==> config.mk <==
export PLATFORM = sky130hd
export DESIGN_NAME = rx_addr_gate
export DESIGN_NICKNAME = d
export VERILOG_FILES = /design/src/rtl/rxg_pkg.sv /design/src/rtl/rxg_classify.sv /design/src/rtl/rxg_lock_ctl.sv /design/src/rtl/rx_addr_gate.sv
export SDC_FILE = /design/constraint.sdc
export NUM_CORES = 1
export LEC_CHECK = 0
export BUFFER_PORTS_ARGS = -buffer_cell sky130_fd_sc_hd__buf_4
export CAP_MARGIN = 40
export CORE_ASPECT_RATIO = 0.7
export CORE_MARGIN = 1.5
export CORE_UTILIZATION = 40
export CTS_CLUSTER_DIAMETER = 30
export CTS_CLUSTER_SIZE = 25
export DETAILED_ROUTE_END_ITERATION = 10
export PLACE_DENSITY = 0.84
export SLEW_MARGIN = 20
export SYNTH_ARGS = -nofsm -noshare
export SYNTH_HDL_FRONTEND = slang
export SYNTH_SLANG_ARGS = --single-unit
export TNS_END_PERCENT = 20
==> constraint.sdc <==
create_clock -name clk -period 3.6 [get_ports clk]
set_input_delay 0.54 -clock clk [delete_from_list [all_inputs] [get_ports clk]]
set_output_delay 0.54 -clock clk [all_outputs]
set_load 0.02 [all_outputs]
==> src/rtl/rxg_pkg.sv <==
package rxg_pkg;
  typedef enum logic [1:0] {
    MD_MANUAL = 2'b00,
    MD_ANY    = 2'b01,
    MD_MATCH  = 2'b10,
    MD_CTRL   = 2'b11
  } gate_mode_e;

  localparam int unsigned ASCII_CTRL_LIM = 32;
  localparam int unsigned ASCII_DEL      = 127;
  localparam int unsigned EBCDIC_CTRL_LIM = 64;
endpackage

==> src/rtl/rxg_classify.sv <==
module rxg_classify
  import rxg_pkg::*;
#(
  parameter int unsigned DW      = 8,
  parameter int unsigned N_MATCH = 2
) (
  input  logic                  valid,
  input  logic [DW-1:0]         data,
  input  logic                  mark,
  input  gate_mode_e            mode,
  input  logic                  ebcdic,
  input  logic [DW-1:0]         station,
  input  logic [N_MATCH*DW-1:0] match_chars,
  output logic                  unlock_req,
  output logic                  ctrl_evt,
  output logic                  match_evt
);
  localparam logic [DW-1:0] ASCII_LIM = DW'(ASCII_CTRL_LIM);
  localparam logic [DW-1:0] DEL_CODE  = DW'(ASCII_DEL);
  localparam logic [DW-1:0] EBC_LIM   = DW'(EBCDIC_CTRL_LIM);

  logic [N_MATCH-1:0] hit_vec;
  logic               addr_char;
  logic               is_ctrl_code;

  for (genvar g = 0; g < N_MATCH; g++) begin : g_match
    assign hit_vec[g] = (data == match_chars[g*DW +: DW]);
  end

  always_comb begin
    addr_char  = valid && mark && (mode != MD_CTRL);
    unlock_req = 1'b0;
    unique case (mode)
      MD_ANY:   unlock_req = addr_char;
      MD_MATCH: unlock_req = addr_char && (data == station);
      default:  unlock_req = 1'b0;
    endcase
  end

  always_comb begin
    if (ebcdic) is_ctrl_code = (data < EBC_LIM);
    else        is_ctrl_code = (data < ASCII_LIM) || (data == DEL_CODE);
    ctrl_evt  = valid && (mode == MD_CTRL) && is_ctrl_code;
    match_evt = valid && (|hit_vec);
  end
endmodule

==> src/rtl/rxg_lock_ctl.sv <==
module rxg_lock_ctl #(
  parameter bit LOCK_AT_RESET = 1'b1
) (
  input  logic clk,
  input  logic rst,
  input  logic valid,
  input  logic unlock_req,
  input  logic cmd_unlock,
  input  logic cmd_lock,
  input  logic lost_ack,
  output logic write_now,
  output logic lost_now,
  output logic lock_q
);
  logic pend_q;
  logic cmd_any;
  logic self_open;
  logic discard;

  always_comb begin
    cmd_any   = cmd_unlock || cmd_lock;
    self_open = unlock_req && !cmd_any;
    write_now = valid && (!lock_q || self_open);
    discard   = valid && !write_now;
    lost_now  = discard && pend_q && !lost_ack;
  end

  always_ff @(posedge clk) begin
    if (rst) begin
      lock_q <= LOCK_AT_RESET;
      pend_q <= 1'b0;
    end else begin
      if (cmd_lock)        lock_q <= 1'b1;
      else if (cmd_unlock) lock_q <= 1'b0;
      else if (self_open)  lock_q <= 1'b0;
      pend_q <= discard || (pend_q && !lost_ack);
    end
  end

  p_cmd_lock_r3: assert property (@(posedge clk) disable iff (rst)
    cmd_lock |=> lock_q);
  p_cmd_unlock_r3: assert property (@(posedge clk) disable iff (rst)
    (cmd_unlock && !cmd_lock) |=> !lock_q);
  p_hold_no_req_r6: assert property (@(posedge clk) disable iff (rst)
    (!cmd_lock && !cmd_unlock && !unlock_req) |=> $stable(lock_q));
  p_ack_clears_r11: assert property (@(posedge clk) disable iff (rst)
    (lost_ack && !valid) |=> !pend_q);
endmodule

==> src/rtl/rx_addr_gate.sv <==
module rx_addr_gate
  import rxg_pkg::*;
#(
  parameter int unsigned DW            = 8,
  parameter bit          LOCK_AT_RESET = 1'b1
) (
  input  logic          clk,
  input  logic          rst,
  input  logic          rx_valid,
  input  logic [DW-1:0] rx_data,
  input  logic          rx_mark,
  input  logic [1:0]    cfg_mode,
  input  logic          cfg_ebcdic,
  input  logic [DW-1:0] cfg_station,
  input  logic [DW-1:0] cfg_match0,
  input  logic [DW-1:0] cfg_match1,
  input  logic          cmd_unlock,
  input  logic          cmd_lock,
  input  logic          lost_ack,
  output logic          fifo_wr,
  output logic [DW-1:0] fifo_data,
  output logic          locked,
  output logic          lost_pulse,
  output logic          ctrl_irq,
  output logic          match_irq
);
  localparam int unsigned N_MATCH = 2;

  gate_mode_e mode;
  logic       unlock_req;
  logic       ctrl_evt;
  logic       match_evt;
  logic       write_now;
  logic       lost_now;

  assign mode = gate_mode_e'(cfg_mode);

  rxg_classify #(.DW(DW), .N_MATCH(N_MATCH)) u_classify (
    .valid       (rx_valid),
    .data        (rx_data),
    .mark        (rx_mark),
    .mode        (mode),
    .ebcdic      (cfg_ebcdic),
    .station     (cfg_station),
    .match_chars ({cfg_match1, cfg_match0}),
    .unlock_req  (unlock_req),
    .ctrl_evt    (ctrl_evt),
    .match_evt   (match_evt)
  );

  rxg_lock_ctl #(.LOCK_AT_RESET(LOCK_AT_RESET)) u_lock (
    .clk        (clk),
    .rst        (rst),
    .valid      (rx_valid),
    .unlock_req (unlock_req),
    .cmd_unlock (cmd_unlock),
    .cmd_lock   (cmd_lock),
    .lost_ack   (lost_ack),
    .write_now  (write_now),
    .lost_now   (lost_now),
    .lock_q     (locked)
  );

  always_ff @(posedge clk) begin
    if (rst) begin
      fifo_wr    <= 1'b0;
      fifo_data  <= '0;
      lost_pulse <= 1'b0;
      ctrl_irq   <= 1'b0;
      match_irq  <= 1'b0;
    end else begin
      fifo_wr    <= write_now;
      lost_pulse <= lost_now;
      ctrl_irq   <= ctrl_evt;
      match_irq  <= match_evt;
      if (write_now) fifo_data <= rx_data;
    end
  end

  p_wr_needs_char_r2: assert property (@(posedge clk) disable iff (rst)
    fifo_wr |-> $past(rx_valid));
  p_locked_blocks_r2: assert property (@(posedge clk) disable iff (rst)
    (rx_valid && locked && !rx_mark) |=> !fifo_wr);
  p_ctrl_mode_only_r7: assert property (@(posedge clk) disable iff (rst)
    ctrl_irq |-> ($past(cfg_mode) == 2'b11));
  p_match_needs_char_r8: assert property (@(posedge clk) disable iff (rst)
    match_irq |-> $past(rx_valid));
  p_lost_not_written_r10: assert property (@(posedge clk) disable iff (rst)
    lost_pulse |-> !fifo_wr);
endmodule

After elaboration in Yosys (flattened, before gate mapping)
Cells that the tools add are included.
{"block": "word_totals", "regBits": 14}
{"block": "classes", "magnitude_cmp": 2, "eq_ne": 8, "mux": 4, "reduce_logical": 23}
{"op": "$eq 8x8->1", "n": 3}
{"op": "$logic_and 1x1->1", "n": 12}
{"op": "$eq 8x7->1 const B", "n": 1}
{"op": "$lt 8x6->1 const B", "n": 1}
{"op": "$lt 8x7->1 const B", "n": 1}
{"op": "$eq 2x2->1 const B", "n": 2}
{"op": "$logic_not 1->1", "n": 4}
{"op": "$logic_or 1x1->1", "n": 4}
{"op": "$reduce_or 2->1", "n": 2}
{"op": "$mux 1", "n": 3}
{"op": "$eq 2x1->1 const B", "n": 1}
{"op": "$ne 2x2->1 const B", "n": 1}
{"op": "$pmux 1 s2", "n": 1}
{"op": "$reduce_bool 2->1", "n": 1}

Depth between registers and ports, before layout
{"block": "depth", "ltp_word": 11, "ltp_mapped": 8, "depth_no_buf": 7}

Modules after synthesis
Synthesis repeated with hierarchy kept, for this count alone.
{"block": "unflattened", "cells_unflattened": 91, "hier_area_um2": 869.6}
{"module": "rx_addr_gate", "n_inst": 1, "cells_per_inst": 34, "area_each_um2": 391.6}
{"module": "rxg_classify", "n_inst": 1, "cells_per_inst": 46, "area_each_um2": 367.9}
{"module": "rxg_lock_ctl", "n_inst": 1, "cells_per_inst": 11, "area_each_um2": 110.1}

Worst setup path before layout
Ideal clock, no wire load.
{"block": "synth_timing", "kind": "in2reg", "start": "input port cfg_mode[0]", "end": "register fifo_data[0]", "setup_ns": 0.117, "arrival_ns": 1.940, "required_ns": 3.483, "slack_ns": 1.543, "stages": 7, "n_path_buf": 0, "path_cell_list": "inv_1 ha_1 nor4b_2 nand3_1 o21ai_0 o41ai_4 a22o_1"}
{"block": "synth_via", "elab_chain_len": 7, "word_cells_on_any_way": 9}
{"element": "start: declaration", "line_no": "rx_addr_gate.sv:12", "rtl": "input logic [1:0] cfg_mode,"}
{"element": "$ne 2x2->1", "line_no": "rxg_classify.sv:31", "rtl": "addr_char = valid && mark && (mode != MD_CTRL);"}
{"element": "$logic_and 1x1->1", "line_no": "rxg_classify.sv:31"}
{"element": "$logic_and 1x1->1", "line_no": "rxg_classify.sv:35", "rtl": "MD_MATCH: unlock_req = addr_char && (data == station);"}
{"element": "$pmux 1 s2 *", "line_no": "rxg_classify.sv:33", "rtl": "unique case (mode)"}
{"element": "$logic_and 1x1->1 *", "line_no": "rxg_lock_ctl.sv:22", "rtl": "self_open = unlock_req && !cmd_any;"}
{"element": "$logic_or 1x1->1 *", "line_no": "rxg_lock_ctl.sv:23", "rtl": "write_now = valid && (!lock_q || self_open);"}
{"element": "$logic_and 1x1->1 *", "line_no": "rxg_lock_ctl.sv:23"}
{"element": "end signal: assignment", "line_no": "rx_addr_gate.sv:76", "rtl": "if (write_now) fifo_data <= rx_data;"}
{"element": "end: declaration", "line_no": "rx_addr_gate.sv:21", "rtl": "output logic [DW-1:0] fifo_data,"}
Mark *: on every way between the ends. The rest lies on a longest branch, timed or not.
A chain may end at the register's enable or synchronous reset.

Worst setup path in the final report
{"block": "layout_timing", "start": "input port cfg_mode[0]", "end": "register fifo_data[5]"}
Same word-level chain as after synthesis.

==> summary.md <==
| Metric | Value |
|---|---|
| Status | completed |
| Initial antenna violation count | 0 |
| Die height | 42.9 µm |
| Static Leak | 0.000632 µW |
| Worst-Skew Late Latency | 0.29 ns |
| Sink Count | 14 |
| Final Hold Fails | 0 |
| Largest net degree at the start of global routing | 10 |
| Max Cap Viol | 0 |
| Post-layout min period | 2.04 ns |
| Final Util | 62.5% |
| Fmax | 490 MHz |
| Setup TNS | 0 ns |
| Power Dens Cells | 291 nW/µm² |
| R2R Setup Slk | 2.11 ns |
| Cell variety after synth | 28 |
| Synth cell count leaders | xor2_1, dfxtp_1, a22o_1, buf_2 |
| Post-synthesis sequential area ratio | 30.9% |
| Hold slack | 0.454 ns |
| Synth area leaders | dfxtp_1, xor2_1, a22o_1 |
| Post-CTS Setup Bufs | 0 |
| Fin. max-slew vios | 0 |
| Global route overflow | 0 |
| Chip width | 60.0 µm |
| Cell Rows | 14 |
| Cell Area, Synth | 908 µm² |
| Syn nets | 139 |
| Post-synth ARST share | 0% |
| Global Route Usage Sum | 20.4% |
| Hold-fix buffers at CTS | 0 |
| Die area | 2570 µm² |
| Core Area | 2150 µm² |
| Period utilization | 56.6% |
| Tightest Pin Transition | 0.499 ns |
| Syn avg cell area | 9.66 µm² |
| Placed insts | 172 |
| Number of diodes | 0 |
| RSZ-0062 raised after global routing | no |
| Most common cell in the synthesized netlist | xor2_1 |
| Top_reg_cell synth | dfxtp_1 |
| CTS resizes | 0 |
| Slowest CP cell | nor4b_2 |
| Reg clk slew, reported paths | 0.09 ns |
| Top cell type's share of synthesized area | 30.9% |
| # setup viols final | 0 |
| WL per Instance | 13.3 µm |
| Synth area leader | dfxtp_1 |
| Synthesized flop and latch total | 14 |
| Max H-tree Level | 1 |
| CP max stage delay | 0.33 ns |
| Via Count | 864 |
| Hold Path Class | in -> reg |
| Routed Antenna Nets | 0 |
| Bufs and invs on worst path | 2 |
| Setup crit start kind | primary input |
| Num ports | 55 |
| Synthesized instance count | 94 |
| # DRC | 0 |
| GR Util met3 | 5.49% |
| Setup CP Type | in -> reg |
| Iter 0 DRT Violations | 14 |
| Final non-filler cell total | 176 |
| Worst VDD drop | 142 µV |
| Final Skew | 0.00334 ns |
| Post-DP HPWL | 1.91 mm |
| GPL Wtd Cong | 0.836 |
| TritonRoute pass-1 iters | 4 |
| Clk buf depth | 2 |
| CTS Buf Count | 3 |
| CTS tree | yes |
| Post-route cell area | 1350 µm² |
| Met2 global-route usage | 31.7% |
| Crit end category | flop |
| Initial core utilization | 42.2% |
| Post-DP Area | 1310 µm² |
| Most used routing layer in global routing | met2 |
| CP arrival | 2.22 ns |
| Number of fill cells | 191 |
| IO Port Bufs | 54 |
| Layout area overhead | 48.3% |
| First-pass GRT wire length | 3.87 mm |
| Cell Chain, Critical Path | buf_4, inv_1, ha_1, nor4b_2, nand3_1, o21ai_0, o41ai_4, a22o_1 |
| Worst Path Required | 3.78 ns |
| GR Util met1 | 27.2% |
| Number of global-route vias before repair | 856 |
| Post-synth EDFFs | 0 |
| Layout cell share with drive strength beyond 1 | 42.4% |
| CTS Root Cell | clkbuf_4 |
| Slew Limit Headroom | 66.6% |
| Critical path's top delay family | compound AO/OA/AOI/OAI gates |
| DR vias/cell | 4.91 |
| Fin nets | 190 |
| Synth warnings | 0 |
| Worst Path Max Fanout | 8 |
| Routed Wire Length | 2.34 mm |
-- path summary, 6_finish.rpt --
check	from	end	depth (start not counted)
setup / recovery	cfg_mode[0]	fifo_data[5]	8
hold / removal	cmd_lock	u_lock.lock_q	2
setup reg to reg	u_lock.lock_q	fifo_data[5]	5
hold reg to reg	u_lock.pend_q	lost_pulse	2
-- cell usage in the layout, fill, tap and decap left out --
cell type | netlist | final
clkbuf_4 | 0 | 3
o22a_1 | 1 | 1
a41oi_1 | 1 | 1
clkbuf_8 | 0 | 1
xor2_1 | 19 | 19
buf_4 | 1 | 54
and4_1 | 1 | 1
nor4_4 | 1 | 1
dfxtp_1 | 14 | 14
nor2b_1 | 3 | 3
a41o_1 | 1 | 1
nor4_1 | 5 | 5
nand3_1 | 2 | 2
nor2_1 | 4 | 4
ha_1 | 3 | 3
a311o_1 | 1 | 1
nand2b_1 | 2 | 2
nand4_1 | 1 | 1
xnor2_1 | 5 | 5
or3_1 | 1 | 1
a22o_1 | 8 | 8
o21ai_0 | 2 | 2
nor4b_2 | 1 | 1
a311oi_1 | 1 | 1
nand2_1 | 2 | 2
a31o_1 | 1 | 1
o41ai_4 | 1 | 1
a22oi_1 | 1 | 1
inv_1 | 4 | 4
-- cell type report --
cell class	instances	area (µm²)	share of cell area (%)
Inverter	4	15.0	1.11
Multi-Input combinational cell	68	571	42.3
Sequential cell	14	280	20.8
Timing Repair Buffer	54	405	30.1
Clock buffer	4	36.3	2.69
Tap cell	32	40.0	2.97
-- metrics by stage --
| stage | setup slack (ns) | total power, µW |
|---|---|---|
| detailed placement | 1.28 | 279 |
| global route | 1.47 | 411 |
| CTS | 1.57 | 393 |
| floorplan | 1.54 | 225 |
| finish | 1.56 | 392 |
| global placement | 1.37 | 276 |
-- state kept, by name, summed over array words and instances (netlist names) --
name           flops
match_irq          1
fifo_data          8
ctrl_irq           1
u_lock.pend_q      1
fifo_wr            1
u_lock.lock_q      1
lost_pulse         1
-- power breakdown --
group	leakage [µW]	internal [µW]	switching [µW]
Sequential	0.000114	161	3.74
Combinational	0.000497	60.2	50.8
Clock	0.0000210	61.6	55.3
-- worst register-to-register path: stages (launching register included) --
cell	delay (ns)
dfxtp_1	0.38
inv_1	0.05
a41o_1	0.23
nor2b_1	0.14
a31o_1	0.29
a22o_1	0.28
-- kinds of logic (layout without fill, tap and decap cells) --
logic type      count (synthesis)  after routing  synth area share [%]
xor+xnor                       24             24                  23.1
simple gates                   23             23                  16.8
compound gates                 18             18                  18.7
flops                          14             14                  30.9
buf+inv                        12             62                  6.34
fa+ha+maj                       3              3                  4.13
-- metal layers --
metal | routed length, µm | vias up
li1 | - | 431
met1 | 1090 | 390
met2 | 1040 | 37
met3 | 164 | 6
met4 | 41 | 0
met5 | 0 | -
No activity file was read; power rests on OpenSTA's default activity.
